**config.mk**
```make
export PLATFORM = sky130hd
export DESIGN_NAME = adc_serial_seq
export DESIGN_NICKNAME = d
export VERILOG_FILES = /design/src/rtl/adc_seq_pkg.sv /design/src/rtl/adc_sync.sv /design/src/rtl/adc_cs_qual.sv /design/src/rtl/adc_conv.sv /design/src/rtl/adc_xfer.sv /design/src/rtl/adc_serial_seq.sv
export SDC_FILE = /design/constraint.sdc
export NUM_CORES = 1
export LEC_CHECK = 0
export ABC_AREA = 1
export BUFFER_PORTS_ARGS = -buffer_cell sky130_fd_sc_hd__buf_2
export CAP_MARGIN = 40
export CORE_MARGIN = 10
export CORE_UTILIZATION = 54
export CTS_CLUSTER_SIZE = 12
export DETAILED_ROUTE_END_ITERATION = 6
export PLACE_DENSITY = 0.73
export SLEW_MARGIN = 25
export SYNTH_ARGS = -nofsm -noshare
export SYNTH_HDL_FRONTEND = slang
export SYNTH_SLANG_ARGS = --single-unit
```
**constraint.sdc**
```tcl
create_clock -name clk -period 2.6 [get_ports clk]
set_input_delay 0.26 -clock clk [delete_from_list [all_inputs] [get_ports clk]]
set_output_delay 0.26 -clock clk [all_outputs]
set_load 0.01 [all_outputs]
```
**src/rtl/adc_seq_pkg.sv**
```systemverilog
package adc_seq_pkg;
  localparam int DEF_DATA_W      = 8;
  localparam int DEF_ADDR_W      = 5;
  localparam int DEF_NUM_CH      = 19;
  localparam int DEF_CONV_CYCLES = 36;
  localparam int DEF_SYNC_STAGES = 2;

  // progress of the select qualifier after a level change
  typedef enum logic [1:0] {
    QW_IDLE  = 2'd0,
    QW_RISE1 = 2'd1,
    QW_RISE2 = 2'd2
  } qual_state_t;
endpackage

```
**src/rtl/adc_sync.sv**
```systemverilog
module adc_sync #(
  parameter int W = 1,
  parameter int STAGES = 2,
  parameter logic [W-1:0] RST_VAL = '0
) (
  input  logic         clk,
  input  logic         rst_n,
  input  logic [W-1:0] din,
  output logic [W-1:0] q
);
  logic [W-1:0] pipe [STAGES];

  for (genvar g = 0; g < STAGES; g++) begin : g_stage
    if (g == 0) begin : g_first
      always_ff @(posedge clk or negedge rst_n) begin
        if (!rst_n) pipe[g] <= RST_VAL;
        else        pipe[g] <= din;
      end
    end else begin : g_next
      always_ff @(posedge clk or negedge rst_n) begin
        if (!rst_n) pipe[g] <= RST_VAL;
        else        pipe[g] <= pipe[g-1];
      end
    end
  end

  assign q = pipe[STAGES-1];
endmodule

```
**src/rtl/adc_cs_qual.sv**
```systemverilog
module adc_cs_qual
  import adc_seq_pkg::*;
(
  input  logic clk,
  input  logic rst_n,
  input  logic cs_lvl,
  input  logic sys_rise,
  input  logic sys_fall,
  output logic cs_rec,
  output logic sel_fall,
  output logic sel_rise
);
  qual_state_t state;
  logic pending, accept;

  assign pending  = (cs_lvl != cs_rec);
  assign accept   = pending && (state == QW_RISE2) && sys_fall;
  assign sel_fall = accept && !cs_lvl;
  assign sel_rise = accept && cs_lvl;

  always_ff @(posedge clk or negedge rst_n) begin
    if (!rst_n) begin
      state  <= QW_IDLE;
      cs_rec <= 1'b1;
    end else if (!pending) begin
      state <= QW_IDLE;
    end else if (accept) begin
      state  <= QW_IDLE;
      cs_rec <= cs_lvl;
    end else if (sys_rise) begin
      state <= (state == QW_IDLE) ? QW_RISE1 : QW_RISE2;
    end
  end
endmodule

```
**src/rtl/adc_conv.sv**
```systemverilog
module adc_conv #(
  parameter int DATA_W = 8,
  parameter int CONV_CYCLES = 36
) (
  input  logic              clk,
  input  logic              rst_n,
  input  logic              start,
  input  logic              abort,
  input  logic              sys_rise,
  input  logic [DATA_W-1:0] sample_in,
  output logic              busy,
  output logic              done,
  output logic [DATA_W-1:0] held,
  output logic [DATA_W-1:0] result
);
  localparam int CNT_W = (CONV_CYCLES > 1) ? $clog2(CONV_CYCLES) : 1;
  localparam logic [CNT_W-1:0] LAST_CNT = CNT_W'(CONV_CYCLES - 1);

  logic [CNT_W-1:0] cnt;

  assign done = busy && sys_rise && (cnt == LAST_CNT) && !start && !abort;

  always_ff @(posedge clk or negedge rst_n) begin
    if (!rst_n) begin
      busy   <= 1'b0;
      cnt    <= '0;
      held   <= '0;
      result <= '0;
    end else if (start) begin
      held <= sample_in;
      cnt  <= '0;
      busy <= 1'b1;
    end else if (abort) begin
      busy <= 1'b0;
    end else if (busy && sys_rise) begin
      if (cnt == LAST_CNT) begin
        busy   <= 1'b0;
        result <= held;
      end else begin
        cnt <= cnt + 1'b1;
      end
    end
  end
endmodule

```
**src/rtl/adc_xfer.sv**
```systemverilog
module adc_xfer #(
  parameter int DATA_W = 8,
  parameter int ADDR_W = 5,
  parameter int NUM_CH = 19
) (
  input  logic              clk,
  input  logic              rst_n,
  input  logic              active,
  input  logic              sel_fall,
  input  logic              sel_rise,
  input  logic              io_rise,
  input  logic              io_fall,
  input  logic              addr_bit,
  input  logic [DATA_W-1:0] result,
  input  logic [DATA_W-1:0] held,
  input  logic              conv_done,
  output logic              out_bit,
  output logic [ADDR_W-1:0] chan_sel,
  output logic              addr_oor,
  output logic              sampling,
  output logic              hold_pulse
);
  localparam int BIT_W = $clog2(DATA_W);
  localparam logic [BIT_W-1:0]  LAST_BIT = BIT_W'(DATA_W - 1);
  localparam logic [BIT_W-1:0]  ADDR_END = BIT_W'(ADDR_W);
  localparam logic [BIT_W-1:0]  SAMP_BIT = BIT_W'(ADDR_W - 1);
  localparam logic [ADDR_W-1:0] CH_LIMIT = ADDR_W'(NUM_CH);

  logic [BIT_W-1:0]  bitcnt;
  logic [ADDR_W-1:0] addr_sr;
  logic [DATA_W-1:0] shreg;
  logic              io_ok;

  assign io_ok      = active && !sel_fall && !sel_rise;
  assign hold_pulse = io_ok && io_fall && (bitcnt == LAST_BIT);
  assign out_bit    = shreg[DATA_W-1];

  always_ff @(posedge clk or negedge rst_n) begin
    if (!rst_n) begin
      bitcnt   <= '0;
      addr_sr  <= '0;
      shreg    <= '0;
      chan_sel <= '0;
      addr_oor <= 1'b0;
      sampling <= 1'b0;
    end else if (sel_fall) begin
      bitcnt   <= '0;
      shreg    <= result;
      sampling <= 1'b0;
    end else if (sel_rise) begin
      bitcnt   <= '0;
      sampling <= 1'b0;
    end else if (active) begin
      if (io_rise && (bitcnt < ADDR_END))
        addr_sr <= {addr_sr[ADDR_W-2:0], addr_bit};
      if (io_fall) begin
        if (bitcnt == LAST_BIT) begin
          bitcnt   <= '0;
          sampling <= 1'b0;
          shreg    <= result;
        end else begin
          bitcnt <= bitcnt + 1'b1;
          shreg  <= {shreg[DATA_W-2:0], 1'b0};
          if (bitcnt == SAMP_BIT) begin
            sampling <= 1'b1;
            if (addr_sr < CH_LIMIT) begin
              chan_sel <= addr_sr;
              addr_oor <= 1'b0;
            end else begin
              chan_sel <= '0;
              addr_oor <= 1'b1;
            end
          end
        end
      end else if (conv_done && (bitcnt == '0)) begin
        shreg <= held;
      end
    end
  end
endmodule

```
**src/rtl/adc_serial_seq.sv**
```systemverilog
module adc_serial_seq
  import adc_seq_pkg::*;
#(
  parameter int DATA_W      = DEF_DATA_W,
  parameter int ADDR_W      = DEF_ADDR_W,
  parameter int NUM_CH      = DEF_NUM_CH,
  parameter int CONV_CYCLES = DEF_CONV_CYCLES,
  parameter int SYNC_STAGES = DEF_SYNC_STAGES
) (
  input  logic              clk,
  input  logic              rst_n,
  input  logic              sel_n,
  input  logic              ser_addr,
  input  logic              io_clk,
  input  logic              sys_clk,
  input  logic [DATA_W-1:0] sample_in,
  output logic              ser_dout,
  output logic              ser_dout_en,
  output logic [ADDR_W-1:0] chan_sel,
  output logic              addr_oor,
  output logic              sampling,
  output logic              busy
);
  localparam int IDX_SYS = 0;
  localparam int IDX_IO  = 1;
  localparam int IDX_ADR = 2;
  localparam int IDX_CS  = 3;

  logic [3:0] raw, lvl;
  logic [1:0] clk_prev;
  logic sys_rise, sys_fall, io_rise, io_fall;
  logic cs_rec, sel_fall, sel_rise, sel_active;
  logic hold_pulse, conv_done, out_bit;
  logic [DATA_W-1:0] conv_result, conv_held;

  assign raw = {sel_n, ser_addr, io_clk, sys_clk};

  adc_sync #(.W(4), .STAGES(SYNC_STAGES), .RST_VAL(4'b1000)) u_sync (
    .clk(clk), .rst_n(rst_n), .din(raw), .q(lvl)
  );

  always_ff @(posedge clk or negedge rst_n) begin
    if (!rst_n) clk_prev <= 2'b00;
    else        clk_prev <= {lvl[IDX_IO], lvl[IDX_SYS]};
  end

  assign sys_rise =  lvl[IDX_SYS] & ~clk_prev[0];
  assign sys_fall = ~lvl[IDX_SYS] &  clk_prev[0];
  assign io_rise  =  lvl[IDX_IO]  & ~clk_prev[1];
  assign io_fall  = ~lvl[IDX_IO]  &  clk_prev[1];

  adc_cs_qual u_qual (
    .clk(clk), .rst_n(rst_n), .cs_lvl(lvl[IDX_CS]),
    .sys_rise(sys_rise), .sys_fall(sys_fall),
    .cs_rec(cs_rec), .sel_fall(sel_fall), .sel_rise(sel_rise)
  );

  assign sel_active = ~cs_rec;

  adc_conv #(.DATA_W(DATA_W), .CONV_CYCLES(CONV_CYCLES)) u_conv (
    .clk(clk), .rst_n(rst_n), .start(hold_pulse), .abort(sel_fall),
    .sys_rise(sys_rise), .sample_in(sample_in), .busy(busy),
    .done(conv_done), .held(conv_held), .result(conv_result)
  );

  adc_xfer #(.DATA_W(DATA_W), .ADDR_W(ADDR_W), .NUM_CH(NUM_CH)) u_xfer (
    .clk(clk), .rst_n(rst_n), .active(sel_active),
    .sel_fall(sel_fall), .sel_rise(sel_rise),
    .io_rise(io_rise), .io_fall(io_fall), .addr_bit(lvl[IDX_ADR]),
    .result(conv_result), .held(conv_held), .conv_done(conv_done),
    .out_bit(out_bit), .chan_sel(chan_sel), .addr_oor(addr_oor),
    .sampling(sampling), .hold_pulse(hold_pulse)
  );

  assign ser_dout_en = sel_active;
  assign ser_dout    = sel_active & out_bit;
endmodule

```
Word level (Yosys, flattened, before mapping)
Cells that the tools add are included.
Cells by class
  reductions and logical operators: 35
  eq/ne operators: 11
  bitwise logic cells: 14
  $lt $le $gt $ge: 2
  add/subtract/negate cells: 2
  mux-type cells: 31
Operators by type and width (number)
  two-way mux 8 bit: 6
  two-way mux 6 bit: 4
  two-way mux 3 bit: 5
  logical AND 1 bit: 14
  nonzero test 3 bit: 4
  two-way mux 1 bit: 11
  inverter 1 bit: 9
  AND reduction 3 bit: 3
  two-way mux 2 bit: 4
  AND reduction 4 bit: 2
  adder 6 x 1 -> 6 bit, second input constant: 1
  == test 3 bit, second input constant: 2
  == test 6 bit, second input constant: 1
  inequality test 2 x 1 -> 1 bit, second input constant: 3
  AND reduction 2 bit: 3
  AND reduction 6 bit: 1
  bitwise AND 1 bit: 5
  less-than comparator 5 bit, second input constant: 1
  two-way mux 5 bit: 1
  zero test 1 bit: 4
  nonzero test 4 bit: 1
  adder 3 x 1 -> 3 bit, second input constant: 1
  zero test 3 bit: 1
  less-than comparator 3 bit, second input constant: 1
  7 further kinds: 7
Word-level totals
  output and inout port bits: 10
  register bits after elaboration: 59
  logic and storage cells: 110

Longest topological paths before layout
Gate-level depths: netlist (run 1).
  depth in word-level cells: 18
  mapped depth: 11

Cells and area by module
A second synthesis (run 1) with hierarchy kept.
Unflattened totals
  cells, all modules: 356
  area, all modules: 2932.8 µm²
Modules (own cells, without submodules)
  adc_xfer: area an instance 1388.8 µm², cells an instance 182, instances 1
  adc_conv: area an instance 1043.5 µm², cells an instance 124, instances 1
  adc_sync: area an instance 232.7 µm², cells an instance 12, instances 1
  adc_cs_qual: area an instance 176.4 µm², cells an instance 25, instances 1
  adc_serial_seq: area an instance 91.3 µm², cells an instance 13, instances 1

Least setup slack after synthesis (run 1)
Ideal clock, no wire load.
  kind: reg2reg
  start: register u_xfer.bitcnt[0]
  end: register u_xfer.shreg[0]
  required time: 2.483 ns
  setup time: 0.117 ns
  clock period less this slack: 1.534 ns
  setup slack: 1.066 ns
  path buffers: 0
  cell stages (with the launch flop): 11
  arrival: 1.418 ns
  path through: dfrtp_1 ha_1 ha_1 clkinv_1 nor2_4 nand2_4 nand3_4 nand2_4 nand2_4 nand2_1 nand2_1
Between the ends
  cells in the longest elaborated chain, start to end: 8
  elaborated cells on any way between the ends: 14
  those cells by class: eq/ne (1); mux (5); reduce/logical (8)
RTL lines
  start, declared: RTL line adc_xfer.sv:29  | logic [BIT_W-1:0] bitcnt;
  start signal, assigned: RTL line adc_xfer.sv:62  | bitcnt <= bitcnt + 1'b1;
  == test 3 bit: RTL line adc_xfer.sv:35, adc_xfer.sv:57
  logical AND 1 bit: RTL line adc_xfer.sv:35  | assign hold_pulse = io_ok && io_fall && (bitcnt == LAST_BIT);
  zero test 1 bit: RTL line adc_conv.sv:21  | assign done = busy && sys_rise && (cnt == LAST_CNT) && !start && !abort;
  logical AND 1 bit (2 in series): RTL line adc_conv.sv:21
  logical AND 1 bit: RTL line adc_xfer.sv:75  | end else if (conv_done && (bitcnt == '0)) begin
  nonzero test 3 bit (no line)
  AND reduction 3 bit (no line)
  end signal, assigned: RTL line adc_xfer.sv:60  | shreg <= result;
  end signal, assigned: RTL line adc_xfer.sv:63  | shreg <= {shreg[DATA_W-2:0], 1'b0};
  end signal, assigned: RTL line adc_xfer.sv:76  | shreg <= held;
  end, declared: RTL line adc_xfer.sv:31  | logic [DATA_W-1:0] shreg;
Parallel ways exist; a longest one is shown, timed or not. The select of a mux whose other input is x is not followed.
A chain may end at the register's enable or synchronous reset.

Worst setup path after layout (run 1)
  start: register u_xfer.bitcnt[0]
  end: register u_xfer.shreg[2]
Same word-level chain as after synthesis.

==> results of run 1 <==
-- layout make-up --
class | count | area (sq um)
timing repair buffer | 27 | 160
multi-input combinational | 219 | 1140
tap | 70 | 87.6
sequential | 59 | 1480
inverter | 42 | 160
clock inverter | 6 | 32.5
clock buffer | 10 | 128
fill | 448 | 1880
-- metrics by stage --
step	hold slack, ps	instances	total power [mW]
6_report	27.2	433	2.96
4_1_cts	7.52	433	2.99
3_5_place_dp	170	416	2.31
2_1_floorplan	-35.6	325	2.02
3_3_place_gp	332	415	2.28
5_1_grt	12.9	433	3.21
-- sequential cells by signal (all words and copies together) (netlist names) --
signal and count:
u_xfer.addr_oor 1, u_conv.cnt 6, u_xfer.shreg 8, u_sync.q 4, u_xfer.sampling 1, u_sync.pipe 4
u_conv.result 8, u_conv.held 8, u_xfer.chan_sel 5, u_xfer.bitcnt 3, u_xfer.addr_sr 5, u_conv.busy 1
u_qual.cs_rec 1, clk_prev 2, u_qual.state 2
-- where the power goes --
| group | leakage [nW] | switching, mW | internal (mW) |
|---|---|---|---|
| Sequential | 0.728 | 0.178 | 1.20 |
| Combinational | 0.793 | 0.575 | 0.330 |
| Clock | 0.0856 | 0.340 | 0.336 |
-- timing repair --
action,CTS,global route
buffers inserted,0,0
resized for setup,0,0
hold buffers,1,0
hold endpoints to repair,10,0
-- worst register-to-register path, cell delays in order, from the launching register on --
cell	delay [ps]
sky130_fd_sc_hd__dfrtp_1	380
sky130_fd_sc_hd__ha_1	170
sky130_fd_sc_hd__ha_1	360
sky130_fd_sc_hd__clkinv_1	360
sky130_fd_sc_hd__nor2_4	230
sky130_fd_sc_hd__nand2_4	190
sky130_fd_sc_hd__nand3_4	140
sky130_fd_sc_hd__nand2_4	90
sky130_fd_sc_hd__nand2_4	110
sky130_fd_sc_hd__nand2_1	60
sky130_fd_sc_hd__nand2_1	60
-- path summary, 6_finish.rpt --
| kind | start | endpoint | depth (start not counted) |
|---|---|---|---|
| worst max register to register | u_xfer.bitcnt[0]$_DFFE_PN0P_ | u_xfer.shreg[2]$_DFFE_PN0P_ | 10 |
| worst max-delay path | u_xfer.bitcnt[0]$_DFFE_PN0P_ | u_xfer.shreg[2]$_DFFE_PN0P_ | 10 |
| min in group asynchronous | rst_n | u_xfer.chan_sel[1]$_DFFE_PN0P_ | 2 |
| max in group asynchronous | rst_n | u_conv.cnt[0]$_DFFE_PN0P_ | 4 |
| worst min-delay path | sel_n | u_sync.pipe[7]$_DFF_PN1_ | 1 |
| worst min register to register | u_sync.pipe[6]$_DFF_PN0_ | u_sync.q[2]$_DFF_PN0_ | 0 |
-- metal layers --
| metal | vias up | part of all wire, % | GRT usage (%) |
|---|---|---|---|
| li1 | 1112 | - | - |
| met1 | 964 | 51 | 17.2 |
| met2 | 40 | 43 | 20.4 |
| met3 | 8 | 4.6 | 3.75 |
| met4 | 0 | 1.9 | 7.84 |
| met5 | - | 0 | 0 |
-- cell usage in the layout (no fill, tap or decap), drive strengths merged --
cell type and n:
nand4 3, inv 40, buf 26, o211ai 1
dlygate4sd3 1, dfrtp 56, clkinv 7, a21oi 17
nor3 2, o21ai 40, ha 4, nor2 33
dfstp 3, o21a 1, nand3b 1, nand3 30
o21bai 1, nand2 82, xor2 3, o32ai 1
clkinvlp 1, clkbuf 10
-- logic make-up after synthesis --
| logic type | count (synthesis) | synth area share (%) |
|---|---|---|
| compound gates | 61 | 11.2 |
| xor+xnor | 3 | 0.931 |
| fa+ha+maj | 4 | 1.77 |
| buf+inv | 47 | 7.01 |
| flops | 59 | 52.5 |
| simple gates | 151 | 26.6 |
==> qor.yml, run 1 <==
setup.worst_path.end_class: "flop"
timing.critical_path.slowest_cell_delay_ps: 380
worst_hold_path_type: "in2reg"
fin_tns_setup_ps: 0
core_area_sq_um: 5070
finalWorstPathRequiredPeriod_ps: 2190
syn-mean-instance-area_sq_um: 8.68
setup.worst_path.start_class: "flop"
buffer_ports.inserted: 23
initial_utilization_pct: 55.6
syn-num-nets: 343
synth_top_cell_area_share_pct: 49.7
grt_pass1_wl_mm: 9.56
path_delay_family: "simple AND/OR/NAND/NOR gates"
cpMostUsedCell: "sky130_fd_sc_hd__nand2_4"
cts.root.buffer_cell: "sky130_fd_sc_hd__clkbuf_8"
final_critical_path_setup_slack_ps: 408
buffer_and_inverter_count_on_the_worst_path: 1
syn-instance-count: 325
cap_viol_max_count: 0
run_status: "completed"
cp_data_required_time_ps: 2870
ys_top_cells_by_area: "sky130_fd_sc_hd__dfrtp_1 50%, sky130_fd_sc_hd__nand2_1 10%, sky130_fd_sc_hd__o21ai_0 5.3%"
dr_total_vias: 2124
power.leakage_nw: 1.61
vias_per_cell: 4.91
antenna_found_initial: 0
drive_gt1_share_pct: 17.6
grt_start_max_net_pins: 32
crit_path_cell_trace: "ha_1 -> ha_1 -> clkinv_1 -> nor2_4 -> nand2_4 -> nand3_4 -> nand2_4 -> nand2_4 -> nand2_1 -> nand2_1"
antennaDiodeCount: 0
crit_slowest_cell: "sky130_fd_sc_hd__dfrtp_1"
synth_commonest_cells: "75 x sky130_fd_sc_hd__nand2_1, 56 x sky130_fd_sc_hd__dfrtp_1, 37 x sky130_fd_sc_hd__inv_1"
synth_edf_count: 0
first_global_vias: 2148
place_hpwl_mm: 3.89
grt.total_usage_pct: 13.6
dp_worst_setup_slack_ps: 411
share_of_flip_flops_with_an_asynchronous_set_or_reset_after_synthesis_pct: 100
r2r_slack_ps: 410
ys_seq_elements: 59
tritoncts_clock_tree: "yes"
synth-main-ff-cell: "sky130_fd_sc_hd__dfrtp_1"
finalCritPeriodShare_pct: 84.3
final_area_sq_um: 3190
detail-route-antenna-nets: 0
cell_taking_the_most_area_after_synthesis: "sky130_fd_sc_hd__dfrtp_1"
layout.core_utilization_pct: 62.9
grt_setup_unrepaired: "false"
placed_cell_area_sq_um: 3020
initialDrtViolationCount: 142
cts_max_level: 3
totalWireLength_mm: 5.20
maxSlewViolCount: 0
syn2layout_area_growth_pct: 13.1
critical_path_arrival_ps: 2460
routabilityCongestion: 0.843
die-height_microns: 92.3
clock-sinks: 59
powerDensity_nw_per_um2: 929
count_of_tritonroute_iterations_in_the_first_routing_pass: 4
yosysMostFrequentCell: "sky130_fd_sc_hd__nand2_1"
design.die.area_sq_um: 8520
globalRouteOverflowTotal: 0
final_nets: 376
maxClockFrequency_ghz: 0.456
cts_inserted_buffers: 9
worst_ir_drop_vdd_uv: 634
hold_viol_final: 0
clock_slew_seen_by_the_registers_of_the_worst_setup_and_hold_paths_ps: 60
clkLatencyLatePin_ps: 330
synth.cell_area_sq_um: 2820
drc: 0
chipWidth_microns: 92.3
fp-row-count: 26
yosysWarnings: 0
timing_worst_slew_pin_value_ps: 443
routed_wire_length_per_instance_microns: 12.0
synth.yosys.seq_area_share_pct: 52.5
final-setup-viol-count: 0
fin_worst_skew_ps: 8.87
worst-setup-path-type: "reg2reg"
critPathMaxFanout: 25
maxSlewHeadroom_pct: 70.4
clk_path_buf_depth: 2
io-pin-count: 24
synth.lib_cells_used.distinct: 32
No activity file was read; power rests on OpenSTA's default activity.
==> run 2, diff against run 1 <==
--- a/config.mk
+++ b/config.mk
@@ -9,10 +9,10 @@
 export BUFFER_PORTS_ARGS = -buffer_cell sky130_fd_sc_hd__buf_2
 export CAP_MARGIN = 40
 export CORE_MARGIN = 10
-export CORE_UTILIZATION = 54
+export CORE_UTILIZATION = 53
 export CTS_CLUSTER_SIZE = 12
 export DETAILED_ROUTE_END_ITERATION = 6
-export PLACE_DENSITY = 0.73
+export PLACE_DENSITY = 0.75
 export SLEW_MARGIN = 25
 export SYNTH_ARGS = -nofsm -noshare
 export SYNTH_HDL_FRONTEND = slang
==> constraint.sdc (replaced) <==
create_clock -name clk -period 1.9 [get_ports clk]
set_input_delay 0.19 -clock clk [delete_from_list [all_inputs] [get_ports clk]]
set_output_delay 0.19 -clock clk [all_outputs]
set_load 0.01 [all_outputs]
==> qor.yml, run 2 (synthesis gave the netlist of run 1 again) <==
cts_hold_buffers: 5
fin_tns_setup_ps: 0
dr_total_vias: 2216
cts_repair_resize_count: 0
worstSetupStartpoint: "u_xfer.bitcnt[0]$_DFFE_PN0P_"
cts_post_setup_buffers_inserted: 0
maxClockFrequency_ghz: 0.569
power.leakage_nw: 1.67
core_area_sq_um: 5140
cts_inserted_buffers: 9
r2r_slack_ps: 140
critical_path_arrival_ps: 2010
switching_component_of_the_power_mw: 1.54
worst_ir_drop_vdd_uv: 721
powerDensity_nw_per_um2: 1370
drive_gt1_share_pct: 18.1
fp-row-count: 26
timing_worst_slew_pin_value_ps: 491
num-fill-cells: 442
buffer_ports.inserted: 23
largestRegisters: "u_conv.held x8, u_conv.result x8, u_xfer.shreg x8"
totalWireLength_mm: 5.64
clock_slew_seen_by_the_registers_of_the_worst_setup_and_hold_paths_ps: 70
run_status: "completed"
maxSlewViolCount: 0
design.die.area_sq_um: 8640
clk_path_buf_depth: 2
share_of_total_power_in_sequential_cells_pct: 41.3
drc: 0
worst_hold_slack_ps: 104
final_nets: 383
setup.worst_path.end_class: "flop"
worst_hold_path_type: "in2reg"
antennaDiodeCount: 0
vias_per_cell: 5.04
grt_pass1_wl_mm: 10.2
finalWorstPathRequiredPeriod_ps: 1760
layout_commonest_cell: "sky130_fd_sc_hd__nand2_1"
clkLatencyLatePin_ps: 330
grt.total_usage_pct: 14.4
critPathCapture: "u_xfer.chan_sel[3]$_DFFE_PN0P_"
place_hpwl_mm: 4.11
power_report.internal_total_mw: 3.03
die-height_microns: 93.0
final_cell_mix: "75 x sky130_fd_sc_hd__nand2_1, 56 x sky130_fd_sc_hd__dfrtp_1, 37 x sky130_fd_sc_hd__inv_1"
worst-setup-path-type: "reg2reg"
cts.root.buffer_cell: "sky130_fd_sc_hd__clkbuf_8"
critPathMaxFanout: 9
power.combinational.fraction_pct: 28.7
layout.core_utilization_pct: 64.9
chipWidth_microns: 93.0
routabilityCongestion: 0.859
tritoncts_clock_tree: "yes"
fin_worst_skew_ps: 12.4
setup.worst_path.start_class: "flop"
syn2layout_area_growth_pct: 18.2
grt_start_max_net_pins: 40
power_frac_clock_pct: 30.0
antenna_found_initial: 0
first_global_vias: 2236
cp_data_required_time_ps: 2150
detail-route-antenna-nets: 0
count_of_tritonroute_iterations_in_the_first_routing_pass: 4
globalRouteOverflowTotal: 0
final-setup-viol-count: 0
worstRegToRegCells: 8
switching_share_pct: 33.7
r2r_start: "u_xfer.bitcnt[0]$_DFFE_PN0P_"
reg2reg_to: "u_xfer.chan_sel[3]$_DFFE_PN0P_"
hold_viol_final: 0
routed_wire_length_per_instance_microns: 12.8
cap_viol_max_count: 0
finalCritPeriodShare_pct: 92.4
io-pin-count: 24
cts_max_level: 3
initialDrtViolationCount: 137
maxSlewHeadroom_pct: 67.3
clock-sinks: 59
initial_utilization_pct: 54.9
grt_setup_unrepaired: "false"
[run 2: cell types whose count changed in the layout (fill, tap and decap cells not counted)]
cell                            change
sky130_fd_sc_hd__clkinvlp_4         -1
sky130_fd_sc_hd__dlygate4sd3_1      +4
sky130_fd_sc_hd__clkbuf_8           +1
sky130_fd_sc_hd__clkinv_2           -3
sky130_fd_sc_hd__buf_4              +3
sky130_fd_sc_hd__bufinv_16          +3
[run 2: final cells by class]
cell class | instances | area, sq um | share of cell area (%)
timing repair buffer | 34 | 223 | 6.68
clock inverter | 5 | 100 | 3.00
sequential | 59 | 1480 | 44.4
multi-input combinational | 219 | 1140 | 34.3
tap | 70 | 87.6 | 2.63
clock buffer | 11 | 141 | 4.24
inverter | 42 | 160 | 4.80
[run 2: worst min path at each step]
| stage | endpoint | cells after the start | startpoint | slack (ps) |
|---|---|---|---|---|
| after floorplan | clk_prev[0]$_DFF_PN0_ | 0 | rst_n | -110 |
| after global placement | u_xfer.addr_oor$_DFFE_PN0P_ | 1 | rst_n | 180 |
| after detailed placement | u_xfer.chan_sel[2]$_DFFE_PN0P_ | 1 | rst_n | 180 |
| after CTS | u_conv.held[7]$_DFFE_PN0N_ | 3 | sample_in[7] | 90 |
| after global routing | u_conv.held[2]$_DFFE_PN0N_ | 3 | sample_in[2] | 100 |
| final | u_conv.held[7]$_DFFE_PN0N_ | 3 | sample_in[7] | 100 |
[run 2: through the flow]
step                      power [mW]  area [sq um]  cells  worst slack, ps
after floorplan                 2.76          2820    325              366
after global placement          3.15          3040    419              229
after detailed placement        3.21          3040    419              147
after CTS                       4.61          3340    440              125
after global routing            4.93          3340    440             25.2
final                           4.57          3340    440              144
[run 2: worst max-delay path, stage by stage (launching register included)]
cell and delay [ps]:
sky130_fd_sc_hd__dfrtp_1 400, sky130_fd_sc_hd__ha_1 200, sky130_fd_sc_hd__ha_1 190, sky130_fd_sc_hd__clkinv_1 90
sky130_fd_sc_hd__buf_4 160, sky130_fd_sc_hd__nand2_1 150, sky130_fd_sc_hd__nor2_2 200, sky130_fd_sc_hd__nand2_2 100
sky130_fd_sc_hd__o21ai_0 170
[run 2: layer usage]
| metal | up-vias | track usage, % | wire length, microns |
|---|---|---|---|
| li1 | 1130 | - | - |
| met1 | 1027 | 17.9 | 2720 |
| met2 | 51 | 22.0 | 2510 |
| met3 | 8 | 5.41 | 311 |
| met4 | 0 | 6.30 | 96 |
| met5 | - | 0 | 0 |
[run 2: power groups by stage]
stage | clock (mW) | sequential, mW | combinational (mW)
after floorplan | 0 | 1.88 | 0.880
after global placement | 0 | 1.88 | 1.27
after detailed placement | 0 | 1.90 | 1.31
after CTS | 1.40 | 1.89 | 1.33
after global routing | 1.46 | 1.94 | 1.53
final | 1.37 | 1.89 | 1.31
==> run 3, diff against run 2 <==
--- a/config.mk
+++ b/config.mk
@@ -8,6 +8,7 @@
 export ABC_AREA = 1
 export BUFFER_PORTS_ARGS = -buffer_cell sky130_fd_sc_hd__buf_2
 export CAP_MARGIN = 40
+export CORE_ASPECT_RATIO = 0.75
 export CORE_MARGIN = 10
 export CORE_UTILIZATION = 53
 export CTS_CLUSTER_SIZE = 12
==> qor.yml, run 3 (synthesis gave the netlist of run 1 again) <==
placed_cell_area_sq_um: 3050
worst_ir_drop_vdd_uv: 810
crit_path_cell_trace: "ha_1 -> ha_1 -> clkinv_1 -> buf_4 -> nand2_1 -> a21oi_1 -> o21ai_0 -> nand2_1 -> nand3_1 -> nand2_1"
largestRegisters: "u_conv.held x8, u_conv.result x8, u_xfer.shreg x8"
final_area_sq_um: 3320
initial_utilization_pct: 56.3
cts_max_level: 3
timing_worst_slew_pin_value_ps: 492
routed_wire_length_per_instance_microns: 13.2
place_hpwl_mm: 4.24
final-setup-viol-count: 0
tritoncts_clock_tree: "yes"
maxSlewHeadroom_pct: 67.2
run_status: "completed"
cts.root.buffer_cell: "sky130_fd_sc_hd__clkbuf_8"
dr_total_vias: 2211
power.leakage_nw: 1.66
grt_setup_unrepaired: "false"
critical_path_arrival_ps: 1980
chipWidth_microns: 104
drive_gt1_share_pct: 18.1
grt.total_usage_pct: 14.7
fin_worst_skew_ps: 10.0
worst_hold_slack_ps: 85.7
layout.core_utilization_pct: 66.4
count_of_tritonroute_iterations_in_the_first_routing_pass: 4
finalCritPeriodShare_pct: 92.1
wl_met3_microns: 323
antennaDiodeCount: 0
crit_slowest_cell: "sky130_fd_sc_hd__dfrtp_1"
worst_hold_path_type: "in2reg"
clkLatencyLatePin_ps: 340
io-pin-count: 24
fin_tns_setup_ps: 0
grt_pass1_wl_mm: 10.6
cap_viol_max_count: 0
drc: 0
grt_start_max_net_pins: 39
wl_met2_mm: 2.50
worstSetupStartpoint: "u_xfer.bitcnt[0]$_DFFE_PN0P_"
globalRouteOverflowTotal: 0
first_global_vias: 2256
core_area_sq_um: 5010
timing.critical_path.slowest_cell_delay_ps: 380
final_cell_mix: "75 x sky130_fd_sc_hd__nand2_1, 56 x sky130_fd_sc_hd__dfrtp_1, 37 x sky130_fd_sc_hd__inv_1"
maxSlewViolCount: 0
met1_length_mm: 2.96
hold_path.startpoint: "sample_in[6]"
cpMostUsedCell: "sky130_fd_sc_hd__nand2_1"
detail-route-antenna-nets: 0
hold_viol_final: 0
setup.worst_path.end_class: "flop"
totalWireLength_mm: 5.85
final_nets: 383
worst-setup-path-type: "reg2reg"
cts_inserted_buffers: 9
r2r_start: "u_xfer.bitcnt[0]$_DFFE_PN0P_"
vias_per_cell: 5.00
finalWorstPathRequiredPeriod_ps: 1750
syn2layout_area_growth_pct: 17.8
cp_data_required_time_ps: 2130
layout_commonest_cell: "sky130_fd_sc_hd__nand2_1"
critPathMaxFanout: 7
clk_path_buf_depth: 2
maxClockFrequency_ghz: 0.572
die-height_microns: 83.2
powerDensity_nw_per_um2: 1350
routabilityCongestion: 0.839
clock-sinks: 59
cts_repair_resize_count: 0
clock_slew_seen_by_the_registers_of_the_worst_setup_and_hold_paths_ps: 70
antenna_found_initial: 0
design.die.area_sq_um: 8670
routed.top_layer: "met4"
initialDrtViolationCount: 133
setup.worst_path.start_class: "flop"
fp-row-count: 22
buffer_ports.inserted: 23
[run 3: path summary, 6_finish.rpt]
check	endpoint	slack (ps)	cells past startpoint
worst max-delay path	u_xfer.shreg[3]$_DFFE_PN0P_	150	10
worst min-delay path	u_conv.held[6]$_DFFE_PN0N_	90	3
worst max register to register	u_xfer.shreg[3]$_DFFE_PN0P_	150	10
worst min register to register	u_sync.q[2]$_DFF_PN0_	340	0
max in group asynchronous	u_qual.cs_rec$_DFFE_PN1P_	920	3
min in group asynchronous	u_conv.busy$_DFFE_PN0P_	350	2
[run 3: worst max-delay path, delay by kind of cell (launching register included)]
kind                       cells  cell delay (ps)
AOI/OAI and AO/OA              2              210
adders and majority gates      2              330
buffers and inverters          2              390
DFF                            1              380
and+or+nand+nor                4              320
[run 3: timing repair]
| item | CTS | global route |
|---|---|---|
| endpoints found under the hold margin | 25 | 0 |
| hold buffers | 5 | 0 |
| buffers inserted | 0 | 0 |
[run 3: final cells by class]
type,instances,area [sq um]
well taps,72,90.1
flip-flops and latches,59,1480
clock inverters,4,72.6
fillers,438,1690
repair buffers,34,223
inverters,42,160
multi-input cells,219,1140
clock buffers,12,155
[run 3: metal layers]
metal | global-route usage, % | vias up
li1 | - | 1129
met1 | 19.5 | 1021
met2 | 21.3 | 54
met3 | 5.94 | 7
met4 | 4.26 | 0
met5 | 0 | -
[run 3: metrics by stage]
step	instances	setup WS [ps]	power (mW)
floorplan	325	366	2.76
global placement	421	260	3.14
detailed placement	421	209	3.21
CTS	442	181	4.53
global route	442	16.6	4.85
finish	442	151	4.50
[run 3: report_power, final]
| part | internal (mW) | total [mW] | switching [mW] |
|---|---|---|---|
| clock | 0.808 | 1.30 | 0.488 |
| sequential | 1.65 | 1.90 | 0.250 |
| combinational | 0.472 | 1.30 | 0.833 |
